`config.mk`:
```
export PLATFORM = sky130hd
export DESIGN_NAME = vm_tlb
export DESIGN_NICKNAME = d
export VERILOG_FILES = /design/src/rtl/vm_tlb_pkg.sv /design/src/rtl/vm_tlb_store.sv /design/src/rtl/vm_tlb_lpflags.sv /design/src/rtl/vm_tlb_perf.sv /design/src/rtl/vm_tlb.sv
export SDC_FILE = /design/constraint.sdc
export NUM_CORES = 1
export LEC_CHECK = 0
export BUFFER_PORTS_ARGS = -buffer_cell sky130_fd_sc_hd__buf_2
export CORE_MARGIN = 5
export CORE_UTILIZATION = 35
export CTS_BUF_LIST = sky130_fd_sc_hd__clkbuf_16
export DETAILED_ROUTE_END_ITERATION = 7
export GPL_ROUTABILITY_DRIVEN = 0
export GPL_TIMING_DRIVEN = 0
export PLACE_DENSITY_LB_ADDON = 0.3
export SYNTH_ARGS = -nofsm -noshare
export SYNTH_HDL_FRONTEND = slang
export SYNTH_SLANG_ARGS = --single-unit
```
`constraint.sdc`:
```
create_clock -name clk -period 5.22 [get_ports clk]
set_input_delay 1.044 -clock clk [delete_from_list [all_inputs] [get_ports clk]]
set_output_delay 1.044 -clock clk [all_outputs]
set_load 0.02 [all_outputs]
```
`src/rtl/vm_tlb_pkg.sv`:
```
package vm_tlb_pkg;
  localparam int unsigned DEF_ENTRIES = 16;
  localparam int unsigned DEF_LP_W    = 4;
  localparam int unsigned DEF_VPN_W   = 20;
  localparam int unsigned DEF_RPN_W   = 20;
  localparam int unsigned DEF_CNT_W   = 32;
endpackage

```
`src/rtl/vm_tlb_store.sv`:
```
module vm_tlb_store #(
  parameter int unsigned ENTRIES = 16,
  parameter int unsigned LP_W    = 4,
  parameter int unsigned VPN_W   = 20,
  parameter int unsigned RPN_W   = 20
) (
  input  logic             clk,
  input  logic             rst_n,
  input  logic [LP_W-1:0]  lk_lp,
  input  logic [VPN_W-1:0] lk_vpn,
  output logic             lk_hit,
  output logic [RPN_W-1:0] lk_rpn,
  input  logic             purge_en,
  input  logic [LP_W-1:0]  purge_lp,
  input  logic             fill_en,
  input  logic [LP_W-1:0]  fill_lp,
  input  logic [VPN_W-1:0] fill_vpn,
  input  logic [RPN_W-1:0] fill_rpn
);
  localparam int unsigned IDX_W = (ENTRIES > 1) ? $clog2(ENTRIES) : 1;
  localparam logic [IDX_W-1:0] LAST_IDX = IDX_W'(ENTRIES - 1);

  logic [ENTRIES-1:0] vld;
  logic [LP_W-1:0]    tag_lp  [ENTRIES];
  logic [VPN_W-1:0]   tag_vpn [ENTRIES];
  logic [RPN_W-1:0]   data_rpn[ENTRIES];

  logic [ENTRIES-1:0] lk_match;
  logic [ENTRIES-1:0] fill_match;
  logic [ENTRIES-1:0] purge_sel;
  logic [ENTRIES-1:0] wr_sel;
  logic [IDX_W-1:0]   rr_ptr;
  logic               fill_reuse;

  assign fill_reuse = |fill_match;

  for (genvar g = 0; g < ENTRIES; g++) begin : g_entry
    assign purge_sel[g]  = purge_en && vld[g] && (tag_lp[g] == purge_lp);
    assign lk_match[g]   = vld[g] && !purge_sel[g] &&
                           (tag_lp[g] == lk_lp) && (tag_vpn[g] == lk_vpn);
    assign fill_match[g] = vld[g] && (tag_lp[g] == fill_lp) && (tag_vpn[g] == fill_vpn);
    assign wr_sel[g]     = fill_en &&
                           (fill_reuse ? fill_match[g] : (rr_ptr == IDX_W'(g)));

    always_ff @(posedge clk) begin
      if (!rst_n) begin
        vld[g] <= 1'b0;
      end else if (wr_sel[g]) begin
        vld[g] <= 1'b1;
      end else if (purge_sel[g]) begin
        vld[g] <= 1'b0;
      end
    end

    always_ff @(posedge clk) begin
      if (wr_sel[g]) begin
        tag_lp[g]   <= fill_lp;
        tag_vpn[g]  <= fill_vpn;
        data_rpn[g] <= fill_rpn;
      end
    end
  end

  always_comb begin
    lk_rpn = '0;
    for (int i = 0; i < ENTRIES; i++) begin
      if (lk_match[i]) lk_rpn = lk_rpn | data_rpn[i];
    end
  end
  assign lk_hit = |lk_match;

  always_ff @(posedge clk) begin
    if (!rst_n) begin
      rr_ptr <= '0;
    end else if (fill_en && !fill_reuse) begin
      rr_ptr <= (rr_ptr == LAST_IDX) ? '0 : rr_ptr + 1'b1;
    end
  end
endmodule

```
`src/rtl/vm_tlb_lpflags.sv`:
```
module vm_tlb_lpflags #(
  parameter int unsigned LP_W = 4
) (
  input  logic            clk,
  input  logic            rst_n,
  input  logic            set_en,
  input  logic [LP_W-1:0] set_lp,
  input  logic            clr_en,
  input  logic [LP_W-1:0] clr_lp,
  input  logic [LP_W-1:0] query_lp,
  output logic            query_flag
);
  localparam int unsigned NUM_LP = 1 << LP_W;

  logic [NUM_LP-1:0] dirty;

  for (genvar g = 0; g < NUM_LP; g++) begin : g_lp
    always_ff @(posedge clk) begin
      if (!rst_n) begin
        dirty[g] <= 1'b0;
      end else if (set_en && (set_lp == LP_W'(g))) begin
        dirty[g] <= 1'b1;
      end else if (clr_en && (clr_lp == LP_W'(g))) begin
        dirty[g] <= 1'b0;
      end
    end
  end

  assign query_flag = dirty[query_lp];
endmodule

```
`src/rtl/vm_tlb_perf.sv`:
```
module vm_tlb_perf #(
  parameter int unsigned CNT_W = 32
) (
  input  logic             clk,
  input  logic             rst_n,
  input  logic             miss_inc,
  input  logic             instr_inc,
  output logic [CNT_W-1:0] miss_count,
  output logic [CNT_W-1:0] instr_count
);
  localparam int unsigned NUM_CNT = 2;

  logic [NUM_CNT-1:0] inc;
  logic [CNT_W-1:0]   cnt [NUM_CNT];

  assign inc = {instr_inc, miss_inc};

  for (genvar g = 0; g < NUM_CNT; g++) begin : g_cnt
    always_ff @(posedge clk) begin
      if (!rst_n) begin
        cnt[g] <= '0;
      end else if (inc[g]) begin
        cnt[g] <= cnt[g] + 1'b1;
      end
    end
  end

  assign miss_count  = cnt[0];
  assign instr_count = cnt[1];
endmodule

```
`src/rtl/vm_tlb.sv`:
```
module vm_tlb
  import vm_tlb_pkg::*;
#(
  parameter int unsigned ENTRIES = DEF_ENTRIES,
  parameter int unsigned LP_W    = DEF_LP_W,
  parameter int unsigned VPN_W   = DEF_VPN_W,
  parameter int unsigned RPN_W   = DEF_RPN_W,
  parameter int unsigned CNT_W   = DEF_CNT_W
) (
  input  logic             clk,
  input  logic             rst_n,
  input  logic             lk_valid,
  output logic             lk_ready,
  input  logic [LP_W-1:0]  lk_lp,
  input  logic [VPN_W-1:0] lk_vpn,
  output logic             rsp_valid,
  input  logic             rsp_ready,
  output logic             rsp_hit,
  output logic [RPN_W-1:0] rsp_rpn,
  input  logic             fill_valid,
  output logic             fill_ready,
  input  logic [LP_W-1:0]  fill_lp,
  input  logic [VPN_W-1:0] fill_vpn,
  input  logic [RPN_W-1:0] fill_rpn,
  input  logic             lp_purge_valid,
  input  logic [LP_W-1:0]  lp_purge_id,
  input  logic             disp_valid,
  input  logic [LP_W-1:0]  disp_id,
  input  logic             instr_retire,
  output logic [CNT_W-1:0] miss_count,
  output logic [CNT_W-1:0] instr_count
);
  logic             lk_fire;
  logic             fill_fire;
  logic             disp_dirty;
  logic             flush_now;
  logic             st_hit;
  logic [RPN_W-1:0] st_rpn;

  // A held response that is not being taken blocks new lookups.
  assign lk_ready   = !rsp_valid || rsp_ready;
  assign lk_fire    = lk_valid && lk_ready;
  // Dispatch owns the tag array for its cycle; fills wait.
  assign fill_ready = !disp_valid;
  assign fill_fire  = fill_valid && fill_ready;
  assign flush_now  = disp_valid && disp_dirty;

  vm_tlb_lpflags #(.LP_W(LP_W)) i_flags (
    .clk        (clk),
    .rst_n      (rst_n),
    .set_en     (lp_purge_valid),
    .set_lp     (lp_purge_id),
    .clr_en     (flush_now),
    .clr_lp     (disp_id),
    .query_lp   (disp_id),
    .query_flag (disp_dirty)
  );

  vm_tlb_store #(
    .ENTRIES (ENTRIES),
    .LP_W    (LP_W),
    .VPN_W   (VPN_W),
    .RPN_W   (RPN_W)
  ) i_store (
    .clk      (clk),
    .rst_n    (rst_n),
    .lk_lp    (lk_lp),
    .lk_vpn   (lk_vpn),
    .lk_hit   (st_hit),
    .lk_rpn   (st_rpn),
    .purge_en (flush_now),
    .purge_lp (disp_id),
    .fill_en  (fill_fire),
    .fill_lp  (fill_lp),
    .fill_vpn (fill_vpn),
    .fill_rpn (fill_rpn)
  );

  vm_tlb_perf #(.CNT_W(CNT_W)) i_perf (
    .clk         (clk),
    .rst_n       (rst_n),
    .miss_inc    (lk_fire && !st_hit),
    .instr_inc   (instr_retire),
    .miss_count  (miss_count),
    .instr_count (instr_count)
  );

  always_ff @(posedge clk) begin
    if (!rst_n) begin
      rsp_valid <= 1'b0;
      rsp_hit   <= 1'b0;
      rsp_rpn   <= '0;
    end else if (lk_fire) begin
      rsp_valid <= 1'b1;
      rsp_hit   <= st_hit;
      rsp_rpn   <= st_rpn;
    end else if (rsp_ready) begin
      rsp_valid <= 1'b0;
    end
  end
endmodule

```
Word level (Yosys, flattened, before mapping)
Memory sizes are Yosys's and may differ from the RTL's.
Index checks and enable logic that the tools add are counted.
{"block": "word_totals", "ff_bits": 58, "ram_bits": 768, "inputBits": 84, "out_inout_bits": 88, "word_cells": 552, "n_memories": 4}
{"memory": "i_store.data_rpn", "words": 16, "width": 20, "read_ports": 16, "rd_ports_with_merged_regs": 0, "wr": 16, "line_no": "vm_tlb_store.sv:26", "text": "logic [RPN_W-1:0] data_rpn[ENTRIES];"}
{"memory": "i_store.tag_vpn", "words": 16, "width": 20, "read_ports": 16, "rd_ports_with_merged_regs": 0, "wr": 16, "line_no": "vm_tlb_store.sv:25", "text": "logic [VPN_W-1:0] tag_vpn [ENTRIES];"}
{"memory": "i_perf.cnt", "words": 2, "width": 32, "read_ports": 2, "rd_ports_with_merged_regs": 0, "wr": 2, "line_no": "vm_tlb_perf.sv:14", "text": "logic [CNT_W-1:0] cnt [NUM_CNT];"}
{"memory": "i_store.tag_lp", "words": 16, "width": 4, "read_ports": 16, "rd_ports_with_merged_regs": 0, "wr": 16, "line_no": "vm_tlb_store.sv:24", "text": "logic [LP_W-1:0] tag_lp [ENTRIES];"}
{"block": "op_classes", "n_addsub": 3, "n_lt_le_gt_ge": 1, "n_eq_ne": 125, "n_mux": 142, "bitwise": 17, "n_reduce_logical": 224}
{"op": "equality test 20 bit", "count": 32}
{"op": "two-way mux 20 bit", "count": 16}
{"op": "bitwise OR 20 bit", "count": 15}
{"op": "equality test 4 bit", "count": 48}
{"op": "logical AND 1 bit", "count": 165}
{"op": "two-way mux 1 bit", "count": 122}
{"op": "equality test 4 bit, second input constant", "count": 24}
{"op": "nonzero test 2 bit", "count": 33}
{"op": "adder 32 x 1 -> 32 bit, second input constant", "count": 2}
{"op": "two-way mux 32 bit", "count": 2}
{"op": "equality test 4 x 3 -> 1 bit, second input constant", "count": 12}
{"op": "OR reduction 16 bit", "count": 2}
{"op": "equality test 4 x 2 -> 1 bit, second input constant", "count": 6}
{"op": "logical NOT 1 bit", "count": 20}
{"op": "equality test 4 x 1 -> 1 bit, second input constant", "count": 3}
{"op": "logical NOT 4 bit", "count": 3}
{"op": "< comparator 4 x 5 -> 1 bit, second input constant", "count": 1}
{"op": "adder 4 x 1 -> 4 bit, second input constant", "count": 1}
{"op": "binary-select mux 1 bit (select 4 bit)", "count": 1}
{"op": "two-way mux 4 bit", "count": 1}
{"op": "bitwise OR 1 bit", "count": 2}
{"op": "logical OR 1 bit", "count": 1}

Depth between registers and ports, before layout
{"block": "logic_depth", "ltp_word": 40, "mapped_depth": 12, "mapped_depth_nobuf": 9}

Hierarchy
From an unflattened synthesis, not the netlist that was laid out.
{"block": "hier_totals", "cells_unflattened": 2848, "hier_area_um2": 39753.1}
{"mod": "vm_tlb_store", "instances": 1, "cells_per_inst": 2306, "area_per_inst_um2": 34324.2, "seq_area_each_um2": 21540.7}
{"mod": "vm_tlb_perf", "instances": 1, "cells_per_inst": 354, "area_per_inst_um2": 3656.0, "seq_area_each_um2": 1921.8}
{"mod": "vm_tlb", "instances": 1, "cells_per_inst": 101, "area_per_inst_um2": 937.1, "seq_area_each_um2": 440.4}
{"mod": "vm_tlb_lpflags", "instances": 1, "cells_per_inst": 87, "area_per_inst_um2": 835.8, "seq_area_each_um2": 320.3}

Worst setup path before layout
No wires, ideal clock.
{"block": "synth_timing", "path_type": "input-to-reg", "from": "input port disp_id[2]", "to": "memory i_perf.cnt[0][0], enable pin", "setup_ns": 0.470, "t_arrival_ns": 5.186, "required_time_ns": 4.750, "setup_slack_ns": -0.436, "cell_stages": 9, "n_path_buf": 2, "path_cell_list": "buf_2 -> buf_2 -> xor2_1 -> nor4_1 -> nand4_1 -> nand3_2 -> o32ai_1 -> or3_1 -> o31ai_1"}
{"element": "start, declared", "line_no": "vm_tlb.sv:28", "text": "input logic [LP_W-1:0] disp_id,"}
{"element": "end, declared", "line_no": "vm_tlb_perf.sv:14"}

==> results.yml <==
run_status:
  outcome: "complete, but fails checks"
  violations: "setup timing"
synth:
  synth.most_common_cell: "edfxtp_1"
  ys.flop_type: "edfxtp_1"
  async_flop_share: 0
  synth_area_leader_cell: "edfxtp_1"
  ys_ff_latch: 826
  yosys-top-cells-count: "768 x edfxtp_1, 561 x xnor2_1, 326 x xor2_1"
  synthesis.instances: 2935
  syn_area_um2: 39200
  synth_edf_count: 768
  synth_cell_types: 54
  ys_warn_count: 0
  synth_seq_area_share: 0.618
  synthTopCellsByArea: "edfxtp_1 59%, xnor2_1 13%, xor2_1 7.3%"
  synth.net_count: 3025
  synth_top_cell_area_share: 0.589
  syn_area_per_cell_um2: 13.3
detailed_routing:
  wl_per_cell_um: 31.4
  drt-pass1-iter-count: 6
  ant_nets: 0
  routed_wirelength_mm: 150
  via_count: 27400
  vias_per_cell: 5.76
  drc_errors: 0
  drtIter0Drc: 4407
timing:
  fmax_mhz: 189
  relSlewSlack: 0.0660
  rsz0062_at_grt: "no"
  fin_crit_sh: 1.01
  worst_pin_slew_ns: 1.39
  maxSlewViolCount: 0
  finalClockSkew_ns: 0.0385
  hold_viol: 0
  fin_ws_ns: -0.0674
  period_needed_ns: 5.29
  final-setup-viol-count: 115
die:
  dieHeight_um: 345
  core_area_um2: 111000
  pin_count: 172
  start_util: 0.353
  die_w_um: 345
  rows: 122
  die_area_um2: 119000
placed_design:
  dpl_cell_area_um2: 42600
  numPortBuffers: 141
  dp_hpwl_mm: 95.4
setup_path:
  r2r-end: "i_perf.cnt[0][9]"
  cp.arrival_ns: 5.63
  reg2reg_from: "i_store.tag_lp[1][0]"
  critPathRequiredTime_ns: 5.57
  startpoint: "fill_vpn[0]"
  cp-end-kind: "register"
  rr_worst_depth: 9
  rrSetupSlack_ns: 1.04
  start_kind: "primary input"
  critical_path_class: "primary input to register"
  crit_fanout: 24
power:
  p_leak_nw: 14.5
  switching_share: 0.251
  internal-power_w: 0.0111
  ir_drop_mv: 0.283
  p_sw_w: 0.00373
  seqPwrFrac: 0.497
  combPwrFrac: 0.085
  p_per_area_nw_per_um2: 326
  clkPwrFrac: 0.418
hold_path:
  hold_start: "i_flags.dirty[3]"
  holdPathStages: 2
  hp-class: "register to register"
  min_to: "i_flags.dirty[3]"
cts:
  cts_tree: "yes"
  clock_latency_ns: 0.69
  cts.clk_slew.worst_paths_ns: 0.06
  clock_sinks: 826
  ctsHtreeMaxLevel: 3
  numCtsBuffers: 87
  ctsRootBufferMaster: "clkbuf_16"
  clk_path_buf_depth: 3
cells_and_area:
  fin_util: 0.410
  nFillCells: 10300
  multi_input_comb_area_um2: 14100
  drive_gt1_frac: 0.147
  synthToLayoutAreaGrowth_pct: 16.3
  fin_nets: 3295
  regArea_um2: 24200
  fin_area_um2: 45500
grt:
  antenna_found_initial: 11
  grt_overflow_total: 0
  grt_pass1_vias: 26000
  grt_use_total: 0.244
  grt_first_pass_wirelength_mm: 203
  grt_max_degree: 33
run:
  drv_cap: 0
-- area by class of cell --
type | count | share of cell area
Tap cell | 1488 | 0.0409
Inverter | 70 | 0.00577
Clock buffer | 88 | 0.0483
Clock inverter | 66 | 0.0130
Antenna cell | 3 | 0.000165
Timing Repair Buffer | 174 | 0.0296
Buffer | 162 | 0.0205
Multi-Input combinational cell | 1884 | 0.310
Sequential cell | 826 | 0.532
-- cells by family (layout without fill, tap and decap cells) --
group,after synthesis,count (layout),synth area share
AO/OA/AOI/OAI,246,253,0.0477
other,0,3,0
buffers and inverters,232,560,0.0305
AND/OR/NAND/NOR,727,727,0.100
XOR/XNOR,887,887,0.198
multiplexers,11,11,0.00284
flip-flops,826,826,0.618
adder cells (fa/ha/maj),6,6,0.00192
-- cells in the final DEF, fill, tap and decap left out, types with 9 or more instances in the layout --
master | netlist | final
buf_12 | 0 | 22
dfxtp_1 | 58 | 58
inv_1 | 70 | 81
o22ai_4 | 0 | 16
o22ai_1 | 25 | 9
a222oi_1 | 20 | 20
clkinv_1 | 0 | 17
edfxtp_1 | 768 | 768
clkbuf_16 | 0 | 88
xnor2_1 | 561 | 561
nor2b_1 | 16 | 16
nor3_1 | 81 | 81
nor4_1 | 99 | 98
or3_1 | 9 | 9
o221a_2 | 17 | 17
a21oi_1 | 27 | 27
buf_4 | 34 | 37
buf_6 | 14 | 14
a22oi_1 | 86 | 86
buf_2 | 74 | 213
o21ai_0 | 24 | 24
clkinv_2 | 0 | 17
xor2_1 | 326 | 326
a2111oi_0 | 20 | 20
and3_1 | 11 | 11
nand3_1 | 86 | 86
clkbuf_1 | 39 | 38
nor2_1 | 89 | 89
mux2i_1 | 10 | 10
nand2_1 | 93 | 89
nand4_1 | 211 | 211
-- what timing repair did --
action / in CTS / in global routing
gates resized for setup: 6 / 3
buffers inserted: 0 / 4
gates cloned: 7 / 0
hold buffers: 0 / 0
endpoints found under the hold margin: 0 / 0
pin swaps: 7 / 3
endpoints found under the setup margin: 704 / 132
-- power groups by stage --
stage,Sequential [W],Combinational (W),Clock (W)
global route,0.00739,0.00129,0.00654
floorplan,0.00757,0.000595,0
finish,0.00738,0.00127,0.00621
CTS,0.00738,0.00122,0.00625
global placement,0.00753,0.00119,0
detailed placement,0.00752,0.00121,0
-- stage by stage --
stage	cells	power (W)	worst slack, ns	hold slack, ns	TNS [ns]
after floorplan	2935	0.00816	-0.295	0.443	-201.12
after global placement	4564	0.00872	-4.88	0.454	-3207.25
after detailed placement	4593	0.00873	-1.52	0.459	-835.77
after CTS	4754	0.0149	0.106	0.467	0
after global routing	4758	0.0152	0.0693	0.518	0
final	4761	0.0149	-0.0674	0.465	-3.56
-- per-layer routing --
layer  routed length [um]  share of wire  GRT usage
met5                   13       0.000087          0
met3                17300           0.12     0.0591
met1                57400           0.38      0.322
met4                 9290          0.062      0.128
met2                65600           0.44      0.374
-- sequential cells by signal, indices dropped and copies added, names as in the netlist --
register / cells
i_flags.dirty: 16
i_store.tag_vpn: 320
i_store.tag_lp: 64
rsp_hit: 1
i_store.vld: 16
rsp_rpn: 20
i_store.data_rpn: 320
i_perf.cnt: 64
rsp_valid: 1
i_store.rr_ptr: 4
-- how the worst max path moves through the flow --
stage                                     to  slack [ns]  cells after the start
finish                i_store.tag_vpn[0][47]       -0.07                     12
global route        i_store.data_rpn[0][155]        0.07                     12
CTS                  i_store.tag_vpn[0][114]        0.11                     11
detailed placement  i_store.data_rpn[0][135]       -1.52                     11
global placement       i_store.tag_lp[0][20]       -4.88                     10
floorplan           i_store.data_rpn[0][120]       -0.30                      9
-- worst max-delay path, cell delays in order --
cell and delay, ns:
buf_2 0.62, buf_2 0.54, buf_6 0.35, xnor2_1 0.10, nand2_1 0.10, nor4_1 0.05
nand4_1 0.39, nand4_1 0.26, nor4_4 0.70, nand2_2 0.50, o22ai_4 0.63, buf_12 0.27
(Power assumes the default switching activity.)
